### config.mk
export PLATFORM = sky130hd
export DESIGN_NAME = membus_adapter
export DESIGN_NICKNAME = d
export VERILOG_FILES = /design/src/rtl/membus_pkg.sv /design/src/rtl/mb_seq.sv /design/src/rtl/mb_lanes.sv /design/src/rtl/membus_adapter.sv
export SDC_FILE = /design/constraint.sdc
export NUM_CORES = 1
export LEC_CHECK = 0
export BUFFER_PORTS_ARGS = -buffer_cell sky130_fd_sc_hd__buf_2
export CORE_ASPECT_RATIO = 0.9
export CORE_MARGIN = 3
export CORE_UTILIZATION = 50
export CTS_BUF_LIST = sky130_fd_sc_hd__clkbuf_4
export DETAILED_ROUTE_END_ITERATION = 10
export GPL_TIMING_DRIVEN = 0
export PLACE_DENSITY_LB_ADDON = 0.12
export SYNTH_ARGS = -nofsm -noshare
export SYNTH_HDL_FRONTEND = slang
export SYNTH_SLANG_ARGS = --single-unit
### constraint.sdc
create_clock -name clk -period 1.85 [get_ports clk]
set_clock_uncertainty 0.2 [all_clocks]
set_input_delay 0.0925 -clock clk [delete_from_list [all_inputs] [get_ports clk]]
set_output_delay 0.0925 -clock clk [all_outputs]
set_load 0.02 [all_outputs]
### src/rtl/membus_pkg.sv
package membus_pkg;

  typedef enum logic [1:0] {
    SEQ_IDLE = 2'd0,
    SEQ_REQ  = 2'd1,
    SEQ_DROP = 2'd2
  } seq_state_e;

  // Word slice used by beat number idx for an N-beat word.
  function automatic int unsigned lane_sel(input int unsigned idx,
                                           input int unsigned n,
                                           input logic big);
    return big ? (n - 1 - idx) : idx;
  endfunction

endpackage

### src/rtl/mb_seq.sv
module mb_seq #(
  parameter int unsigned NBEAT       = 4,
  parameter int unsigned WAIT_CYCLES = 2,
  localparam int unsigned IDX_W  = (NBEAT > 1) ? $clog2(NBEAT) : 1,
  localparam int unsigned WAIT_W = $clog2(WAIT_CYCLES + 1),
  localparam int unsigned RUN_W  = WAIT_W + 2
) (
  input  logic             clk,
  input  logic             rst_n,
  input  logic             start_i,
  input  logic             fixed_i,
  input  logic             complete_i,
  output logic             accept_o,
  output logic             busy_o,
  output logic             req_o,
  output logic [IDX_W-1:0] idx_o,
  output logic             capture_o,
  output logic             finish_o,
  output logic             done_o
);
  import membus_pkg::*;

  seq_state_e          state_q;
  logic [IDX_W-1:0]    idx_q;
  logic [WAIT_W-1:0]   wait_q;
  logic                fixed_q;
  logic                done_q;
  logic [RUN_W-1:0]    run_q;

  // Named internal events
  logic hs_mode, beat_end, release_ok, last_beat;

  assign hs_mode    = !fixed_q;
  assign last_beat  = (idx_q == IDX_W'(NBEAT - 1));
  assign beat_end   = (state_q == SEQ_REQ) &&
                      (fixed_q ? (wait_q == WAIT_W'(WAIT_CYCLES - 1)) : complete_i);
  assign release_ok = (state_q == SEQ_DROP) && (fixed_q || !complete_i);

  assign accept_o  = (state_q == SEQ_IDLE) && start_i;
  assign busy_o    = (state_q != SEQ_IDLE);
  assign req_o     = (state_q == SEQ_REQ);
  assign idx_o     = idx_q;
  assign capture_o = beat_end;
  assign finish_o  = release_ok && last_beat;
  assign done_o    = done_q;

  always_ff @(posedge clk) begin
    if (!rst_n) begin
      state_q <= SEQ_IDLE;
      idx_q   <= '0;
      wait_q  <= '0;
      fixed_q <= 1'b0;
      done_q  <= 1'b0;
    end else begin
      done_q <= finish_o;
      unique case (state_q)
        SEQ_IDLE: begin
          if (start_i) begin
            state_q <= SEQ_REQ;
            idx_q   <= '0;
            wait_q  <= '0;
            fixed_q <= fixed_i;
          end
        end
        SEQ_REQ: begin
          wait_q <= wait_q + 1'b1;
          if (beat_end) begin
            state_q <= SEQ_DROP;
            wait_q  <= '0;
          end
        end
        SEQ_DROP: begin
          if (release_ok) begin
            if (last_beat) state_q <= SEQ_IDLE;
            else begin
              idx_q   <= idx_q + 1'b1;
              state_q <= SEQ_REQ;
            end
          end
        end
        default: state_q <= SEQ_IDLE;
      endcase
    end
  end

  // Request run length, used by the timed-mode check
  always_ff @(posedge clk) begin
    if (!rst_n)     run_q <= '0;
    else if (req_o) run_q <= run_q + 1'b1;
    else            run_q <= '0;
  end

  assert_req_hold_R5: assert property (@(posedge clk) disable iff (!rst_n)
    req_o && hs_mode && !complete_i |=> req_o);
  assert_req_drop_R5: assert property (@(posedge clk) disable iff (!rst_n)
    req_o && hs_mode && complete_i |=> !req_o);
  assert_fixed_len_R7: assert property (@(posedge clk) disable iff (!rst_n)
    fixed_q && $fell(req_o) |-> run_q == RUN_W'(WAIT_CYCLES));
  assert_done_pulse_R8: assert property (@(posedge clk) disable iff (!rst_n)
    done_o |=> !done_o);

endmodule

### src/rtl/mb_lanes.sv
module mb_lanes #(
  parameter int unsigned WORD_W = 32,
  parameter int unsigned BEAT_W = 8,
  localparam int unsigned NBEAT = WORD_W / BEAT_W,
  localparam int unsigned IDX_W = (NBEAT > 1) ? $clog2(NBEAT) : 1
) (
  input  logic              clk,
  input  logic              rst_n,
  input  logic [WORD_W-1:0] wdata_i,
  input  logic              big_i,
  input  logic [IDX_W-1:0]  idx_i,
  input  logic              capture_i,
  input  logic              load_i,
  input  logic              done_i,
  input  logic [BEAT_W-1:0] mem_rdata_i,
  output logic [BEAT_W-1:0] mem_wdata_o,
  output logic [WORD_W-1:0] cpu_rdata_o
);
  import membus_pkg::*;

  logic [WORD_W-1:0] asm_q;
  logic [WORD_W-1:0] rdata_q;
  int unsigned       lane;

  assign lane        = lane_sel(32'(idx_i), NBEAT, big_i);
  assign mem_wdata_o = wdata_i[lane*BEAT_W +: BEAT_W];
  assign cpu_rdata_o = rdata_q;

  always_ff @(posedge clk) begin
    if (!rst_n) begin
      asm_q   <= '0;
      rdata_q <= '0;
    end else begin
      if (capture_i) asm_q[lane*BEAT_W +: BEAT_W] <= mem_rdata_i;
      if (load_i)    rdata_q <= asm_q;
    end
  end

  assert_rdata_only_on_done_R8: assert property (@(posedge clk) disable iff (!rst_n)
    !$stable(cpu_rdata_o) |-> done_i);

endmodule

### src/rtl/membus_adapter.sv
module membus_adapter #(
  parameter int unsigned WORD_W      = 32,
  parameter int unsigned BEAT_W      = 8,
  parameter int unsigned ADDR_W      = 16,
  parameter int unsigned WAIT_CYCLES = 2,
  localparam int unsigned NBEAT = WORD_W / BEAT_W,
  localparam int unsigned IDX_W = (NBEAT > 1) ? $clog2(NBEAT) : 1
) (
  input  logic              clk,
  input  logic              rst_n,
  input  logic              cpu_start,
  input  logic              cpu_wr,
  input  logic [ADDR_W-1:0] cpu_addr,
  input  logic [WORD_W-1:0] cpu_wdata,
  input  logic              big_endian,
  input  logic              fixed_mode,
  output logic              cpu_busy,
  output logic              cpu_done,
  output logic [WORD_W-1:0] cpu_rdata,
  output logic              mem_req,
  output logic              mem_rw,
  output logic [ADDR_W-1:0] mem_addr,
  output logic [BEAT_W-1:0] mem_wdata,
  input  logic [BEAT_W-1:0] mem_rdata,
  input  logic              mem_complete
);

  logic [ADDR_W-1:0] addr_q;
  logic [WORD_W-1:0] wdata_q;
  logic              wr_q, big_q;

  logic             accept, capture, finish, load_rd;
  logic [IDX_W-1:0] idx;

  mb_seq #(.NBEAT(NBEAT), .WAIT_CYCLES(WAIT_CYCLES)) u_seq (
    .clk(clk), .rst_n(rst_n), .start_i(cpu_start), .fixed_i(fixed_mode),
    .complete_i(mem_complete), .accept_o(accept), .busy_o(cpu_busy),
    .req_o(mem_req), .idx_o(idx), .capture_o(capture), .finish_o(finish),
    .done_o(cpu_done)
  );

  always_ff @(posedge clk) begin
    if (!rst_n) begin
      addr_q  <= '0;
      wdata_q <= '0;
      wr_q    <= 1'b0;
      big_q   <= 1'b0;
    end else if (accept) begin
      addr_q  <= cpu_addr;
      wdata_q <= cpu_wdata;
      wr_q    <= cpu_wr;
      big_q   <= big_endian;
    end
  end

  assign load_rd  = finish && !wr_q;
  assign mem_rw   = wr_q;
  assign mem_addr = addr_q + ADDR_W'(idx);

  mb_lanes #(.WORD_W(WORD_W), .BEAT_W(BEAT_W)) u_lanes (
    .clk(clk), .rst_n(rst_n), .wdata_i(wdata_q), .big_i(big_q), .idx_i(idx),
    .capture_i(capture), .load_i(load_rd), .done_i(cpu_done),
    .mem_rdata_i(mem_rdata), .mem_wdata_o(mem_wdata), .cpu_rdata_o(cpu_rdata)
  );

  assert_beat_stable_R6: assert property (@(posedge clk) disable iff (!rst_n)
    mem_req |=> !mem_req ||
      ($stable(mem_addr) && $stable(mem_wdata) && $stable(mem_rw)));
  assert_req_while_busy_R9: assert property (@(posedge clk) disable iff (!rst_n)
    mem_req |-> cpu_busy);
  assert_idle_at_done_R9: assert property (@(posedge clk) disable iff (!rst_n)
    cpu_done |-> !cpu_busy && !mem_req);

endmodule

==> flow_summary.ini, run 1 <==
[floorplan]
die_h_um = 102
dieWidth_um = 112
core_region_area_um2 = 9780
fp.dieArea_um2 = 11400
fp-row-count = 34
start_util_pct = 52.0
ios = 123

[yosys]
ys_ff_latch = 122
netlist.area_leader.share_pct = 48.0
synth_area_leaders = dfxtp_1 48%, nand2_1 16%, a21oi_1 6.0%
post_synth.cell_area_avg_um2 = 8.48
synthesis.area_um2 = 5090
async_reset_ff_share_pct = 0
ys_warn_count = 0
synth_flop_cell = dfxtp_1
syn-num-nets = 668
synth_cell_type_count = 46
synth_edf_count = 0
ys_seq_area_share_pct = 48.0
syn_inst = 600
synth_top_area_cell = dfxtp_1

[worst_setup_path]
required_ns = 1.56
crit_start = u_seq.idx_o[0]$_SDFFE_PN0P_
critPathMaxFanout = 4
path_buf_inv = 2
crit_arrival_ns = 2.43
r2r_slack_ns = -0.11
cp-end-kind = output pin
crit_path_max_incr_delay_ns = 0.38
reg2reg_from = u_seq.idx_o[0]$_SDFFE_PN0P_
worst-setup-path-type = reg -> out
cp_slowest_cell = dfxtp_4
crit_family = simple AND/OR/NAND/NOR gates
path_cells = ha_4, inv_2, fa_2, nand3b_1, nor4_2, xor2_1, buf_4
worstSetupStartpointType = flip-flop

[layout]
area_growth_pct = 47.2
fin_util_pct = 76.5
fillCellCount = 663
post_route_cells_drive_above_1_share_pct = 32.1
final_net_count = 895
n_antenna_cell = 0
fin_area_um2 = 7490

[timing]
tightest_slew_ns = 0.567
timing.final.ws_setup_ns = -0.870
timing.final.crit_share_pct = 147
setup_viol = 36
fmax_mhz = 368
period_needed_ns = 2.72
hold_viol = 0
rsz0062_at_grt = yes
drv_slew = 0
slew_headroom_pct = 62.2
finalSetupTns_ns = -14.21

[global_routing]
grt_pass1_wl_um = 23400
first_global_vias = 4986
overflow = 0
grt.busiest_layer = met2
track_usage_pct = 25.7
met1_usage_pct = 32.8
antenna_found_initial = 0
grt_use_met2_pct = 43.2
use_met3_pct = 6.27
grt_max_degree = 17

[route]
detail-route-antenna-nets = 0
drtIter0Drc = 342
routedWlPerCell_um = 15.7
wl_um = 15100
via_per_inst = 5.26
via_count = 5078
route.detailed.drc = 0
dr.pass1.iters = 5

[clock_network]
root_buffer = clkbuf_4
h-tree-depth = 4
cts_inserted_buffers = 17
path_clk_slew_ns = 0.12
clock_sinks = 122
clkLatencyLatePin_ns = 0.53
cts_tree = yes
clk_path_buf_depth = 2

[pwr]
ir_drop_v = 0.000545
power_density_nw_per_um2 = 784
leakagePower_uw = 0.00304
power_uw = 5870

[placement]
numPortBuffers = 121
gp_congestion = 0.860
dp_hpwl_um = 9620
dpl-instance-area_um2 = 5900
dpl_worst_slack_ns = -0.473

[run_status]
violations = negative setup slack
status = finished, violations left

[run]
maxCapViolations = 0

[hold_path]
hp-start = cpu_addr[4]
hold_path.class = in -> reg
==> sequential cells by signal, indices dropped and copies added (netlist names) <==
signal               count
u_seq.wait_q             2
u_lanes.asm_q           32
big_q                    1
u_seq.idx_o              2
u_seq.fixed_q            1
addr_q                  16
u_lanes.cpu_rdata_o     32
wdata_q                 32
u_seq.done_o             1
mem_rw                   1
u_seq.state_q            2
==> through the flow <==
step                      hold WS [ns]  std cells
after global routing             0.112        966
after detailed placement         0.138        847
after CTS                        0.113        957
final                            0.140        966
after floorplan                 0.0209        600
after global placement           0.134        847
==> cell usage after synthesis, types with 2 or more instances <==
master and count:
xor2_1 6, nor2_1 11, a21oi_1 61, inv_1 7
mux4_2 8, nor4_1 2, a21boi_0 8, o21ai_1 8
ha_1 4, mux2i_1 25, nor3_1 3, nor3b_1 2
nor3b_2 2, a21boi_1 18, nand4_1 3, xnor2_1 9
o21ai_0 2, nand2_1 223, nand2b_1 3, clkbuf_1 20
nand3_1 11, buf_2 11, dfxtp_1 122, buf_6 3
nor2b_1 4, buf_4 4
==> layout make-up <==
type | instances | area [um2] | area share, %
flip-flops and latches | 122 | 2470 | 32.9
plain buffers | 37 | 249 | 3.33
clock buffers | 17 | 128 | 1.70
repair buffers | 210 | 1580 | 21.1
clock inverters | 15 | 223 | 2.98
multi-input cells | 431 | 2660 | 35.5
inverters | 8 | 30.0 | 0.401
well taps | 126 | 158 | 2.11
==> placed cells by master (no fill, tap or decap), types with 5 or more instances in the layout <==
cell type	instances
a21oi_2	6
nor2_1	7
nand2_2	8
a21boi_1	17
nand2_1	216
dfxtp_1	113
inv_1	5
xnor2_1	9
buf_6	22
a21oi_1	54
a21boi_0	6
dfxtp_4	5
clkbuf_1	13
dlygate4sd3_1	62
o21ai_1	8
clkbuf_4	18
mux4_2	8
bufinv_16	5
buf_2	106
xor2_2	5
buf_4	33
mux2i_1	25
nand3_1	11
==> power by group <==
group | switching, uW | internal (uW) | leakage [uW]
clock network | 1050 | 1210 | 0.000180
logic | 431 | 397 | 0.00186
registers | 69.0 | 2710 | 0.000997
total | 1550 | 4320 | 0.00304
==> logic make-up (layout without fill, tap and decap cells) <==
family,after synthesis,after routing,share of synthesized area [%]
flip-flops,122,122,48.0
AND/OR/NAND/NOR,275,275,23.1
buffers and inverters,47,287,4.48
adder cells (fa/ha/maj),5,5,1.38
multiplexers,34,34,8.68
AO/OA/AOI/OAI,101,101,11.4
XOR/XNOR,16,16,2.90
==> final timing paths <==
kind / to / cells past startpoint
max: mem_addr[14] / 7
min: addr_q[4]$_SDFFE_PN0P_ / 4
max reg2reg: u_lanes.asm_q[18]$_SDFFE_PN0P_ / 8
min reg2reg: u_lanes.cpu_rdata_o[17]$_SDFFE_PN0P_ / 2
==> per-layer routing <==
metal  wire, um  part of all wire [%]  vias up
li1           -                     -     2439
met4        316                   2.1        0
met2       7350                    49      204
met5          0                     0        -
met1       6350                    42     2397
met3       1100                   7.3       38
==> worst min-delay path, stage by stage <==
cell and delay (ns):
dlygate4sd3_1 0.53, buf_2 0.12, nand2_1 0.05, a21oi_1 0.05
==> repair_timing <==
action | in CTS | in global routing
setup buffers | 15 | 12
pin swaps | 11 | 15
resized for setup | 59 | 71
endpoints found under the setup margin | 68 | 96
hold endpoints to repair | 102 | 0
hold buffers | 62 | 0
cloned | 1 | 2
Power figures use the tool's default switching activity.
==> run 2: changes to the inputs <==
BUFFER_PORTS_ARGS = -buffer_cell sky130_fd_sc_hd__buf_4   (was -buffer_cell sky130_fd_sc_hd__buf_2)
==> run 2 against run 1 <==
Hold slack gained 0.0023 ns. Flip-flop and latch count is the same. Maximum frequency grew 3.3%. Power shrank 6.1%. Combinational power grew 5.1%. Design area is essentially flat. Clock power shrank 18%. Non-clock buffer count shrank 12. Count of clock-buffer cells in the layout grew 1. Critical endpoint unchanged. Via count shrank 1.6%. Largest cell class unchanged. Highest routed layer unchanged. Die area is the same. Wire length shrank 2.6%. The flow still finishes with violations (negative setup slack).
==> flow_summary.ini, run 2 (synthesized netlist as in run 1, its figures left out) <==
[run_status]
status = finished, violations left
violations = negative setup slack

[worst_setup_path]
worstSetupStartpointType = flip-flop
worst-setup-path-type = reg -> out
crit_arrival_ns = 2.34
required_ns = 1.56
cp-end-kind = output pin
critPathMaxFanout = 2

[floorplan]
fp-row-count = 34
die_h_um = 102
core_region_area_um2 = 9780
ios = 123
start_util_pct = 52.0
fp.dieArea_um2 = 11400
dieWidth_um = 112

[route]
wl_um = 14700
dr.pass1.iters = 6
via_count = 4998
via_per_inst = 5.24
route.detailed.drc = 0
detail-route-antenna-nets = 0
routedWlPerCell_um = 15.5
drtIter0Drc = 379

[timing]
drv_slew = 0
tightest_slew_ns = 0.596
rsz0062_at_grt = yes
timing.final.crit_share_pct = 142
slew_headroom_pct = 60.2
period_needed_ns = 2.63
setup_viol = 35
timing.final.ws_setup_ns = -0.784
hold_viol = 0
fmax_mhz = 380
hold_slack_ns = 0.143

[layout]
n_antenna_cell = 0
layout_common_cells = 223 x nand2_1, 120 x buf_4, 112 x dfxtp_1
area_growth_pct = 47.1
final_common_cell = nand2_1
final_net_count = 883
post_route_cells_drive_above_1_share_pct = 28.5
fillCellCount = 663

[clock_network]
clkLatencyLatePin_ns = 0.53
clock_sinks = 122
cts_inserted_buffers = 17
h-tree-depth = 4
path_clk_slew_ns = 0.11
root_buffer = clkbuf_4
clk_path_buf_depth = 2
cts_tree = yes

[placement]
dpl_worst_slack_ns = -0.502
numPortBuffers = 121
gp_congestion = 0.858
dp_hpwl_um = 9610

[run]
maxCapViolations = 0

[global_routing]
track_usage_pct = 25.3
overflow = 0
grt_max_degree = 17
antenna_found_initial = 0
grt_pass1_wl_um = 22900
first_global_vias = 4820

[pwr]
swShare_pct = 26.5
power_density_nw_per_um2 = 737
internal-power_uw = 4060
comb_power_share_pct = 15.8
pwr-share-clk_pct = 33.8
power_uw = 5520
p_switching_uw = 1460
ir_drop_v = 0.000516
leakagePower_uw = 0.00298
p_seq_share_pct = 50.5

[hold_path]
hold_path.class = in -> reg
[run 2: timing repair]
action,CTS,global route
gates resized for setup,30,55
setup endpoints to repair,75,98
hold buffers,62,0
endpoints found under the hold margin,103,0
setup buffers,9,6
pin swaps,7,7
gates cloned,1,0
[run 2: worst paths after layout]
check,start,endpoint,slack (ns),cells after the start
worst max-delay path,u_seq.idx_o[0]$_SDFFE_PN0P_,mem_addr[14],-0.78,8
worst max register to register,u_seq.idx_o[0]$_SDFFE_PN0P_,u_lanes.asm_q[17]$_SDFFE_PN0P_,-0.14,8
worst min-delay path,cpu_addr[6],addr_q[6]$_SDFFE_PN0P_,0.14,4
worst min register to register,u_lanes.cpu_rdata_o[18]$_SDFFE_PN0P_,u_lanes.cpu_rdata_o[18]$_SDFFE_PN0P_,0.26,2
[run 2: worst max-delay path, stage by stage (launching register included)]
cell	delay [ns]
dfxtp_4	0.38
ha_4	0.13
inv_2	0.03
fa_2	0.33
nand3b_1	0.22
buf_4	0.19
nor4_4	0.14
xor2_1	0.21
buf_4	0.17
[run 2: routing by layer]
metal,up-vias,part of all wire (%),global-route usage [%]
li1,2411,-,-
met1,2333,43,32.3
met2,225,48,41.7
met3,29,7.1,7.47
met4,0,1.8,7.95
met5,-,0,0
[run 2: through the flow]
step | cell area (um2) | utilization (%) | cells | TNS, ns
final | 7480 | 76.5 | 953 | -15.41
after global routing | 7480 | 76.5 | 953 | -18.43
after CTS | 7280 | 74.4 | 949 | -14.19
after detailed placement | 6200 | 63.4 | 847 | -5.08
after global placement | 6200 | 63.4 | 847 | -3.28
after floorplan | 5130 | - | 600 | -0.586
[run 2: final cells by class]
cell class              instances  area, um2  share of cell area [%]
clock inverters                13        134                    1.79
inverters                       8       30.0                   0.401
multi-input cells             431       2620                    34.9
flip-flops and latches        122       2460                    32.9
well taps                     126        158                    2.11
plain buffers                  37        234                    3.13
repair buffers                198       1720                    23.0
clock buffers                  18        135                    1.81
[run 2: power groups by stage]
stage | sequential, uW | combinational [uW] | clock, uW
after floorplan | 2820 | 405 | 0
after global placement | 2830 | 670 | 0
after detailed placement | 2840 | 684 | 0
after CTS | 2780 | 831 | 1870
after global routing | 2790 | 937 | 1970
final | 2780 | 870 | 1860
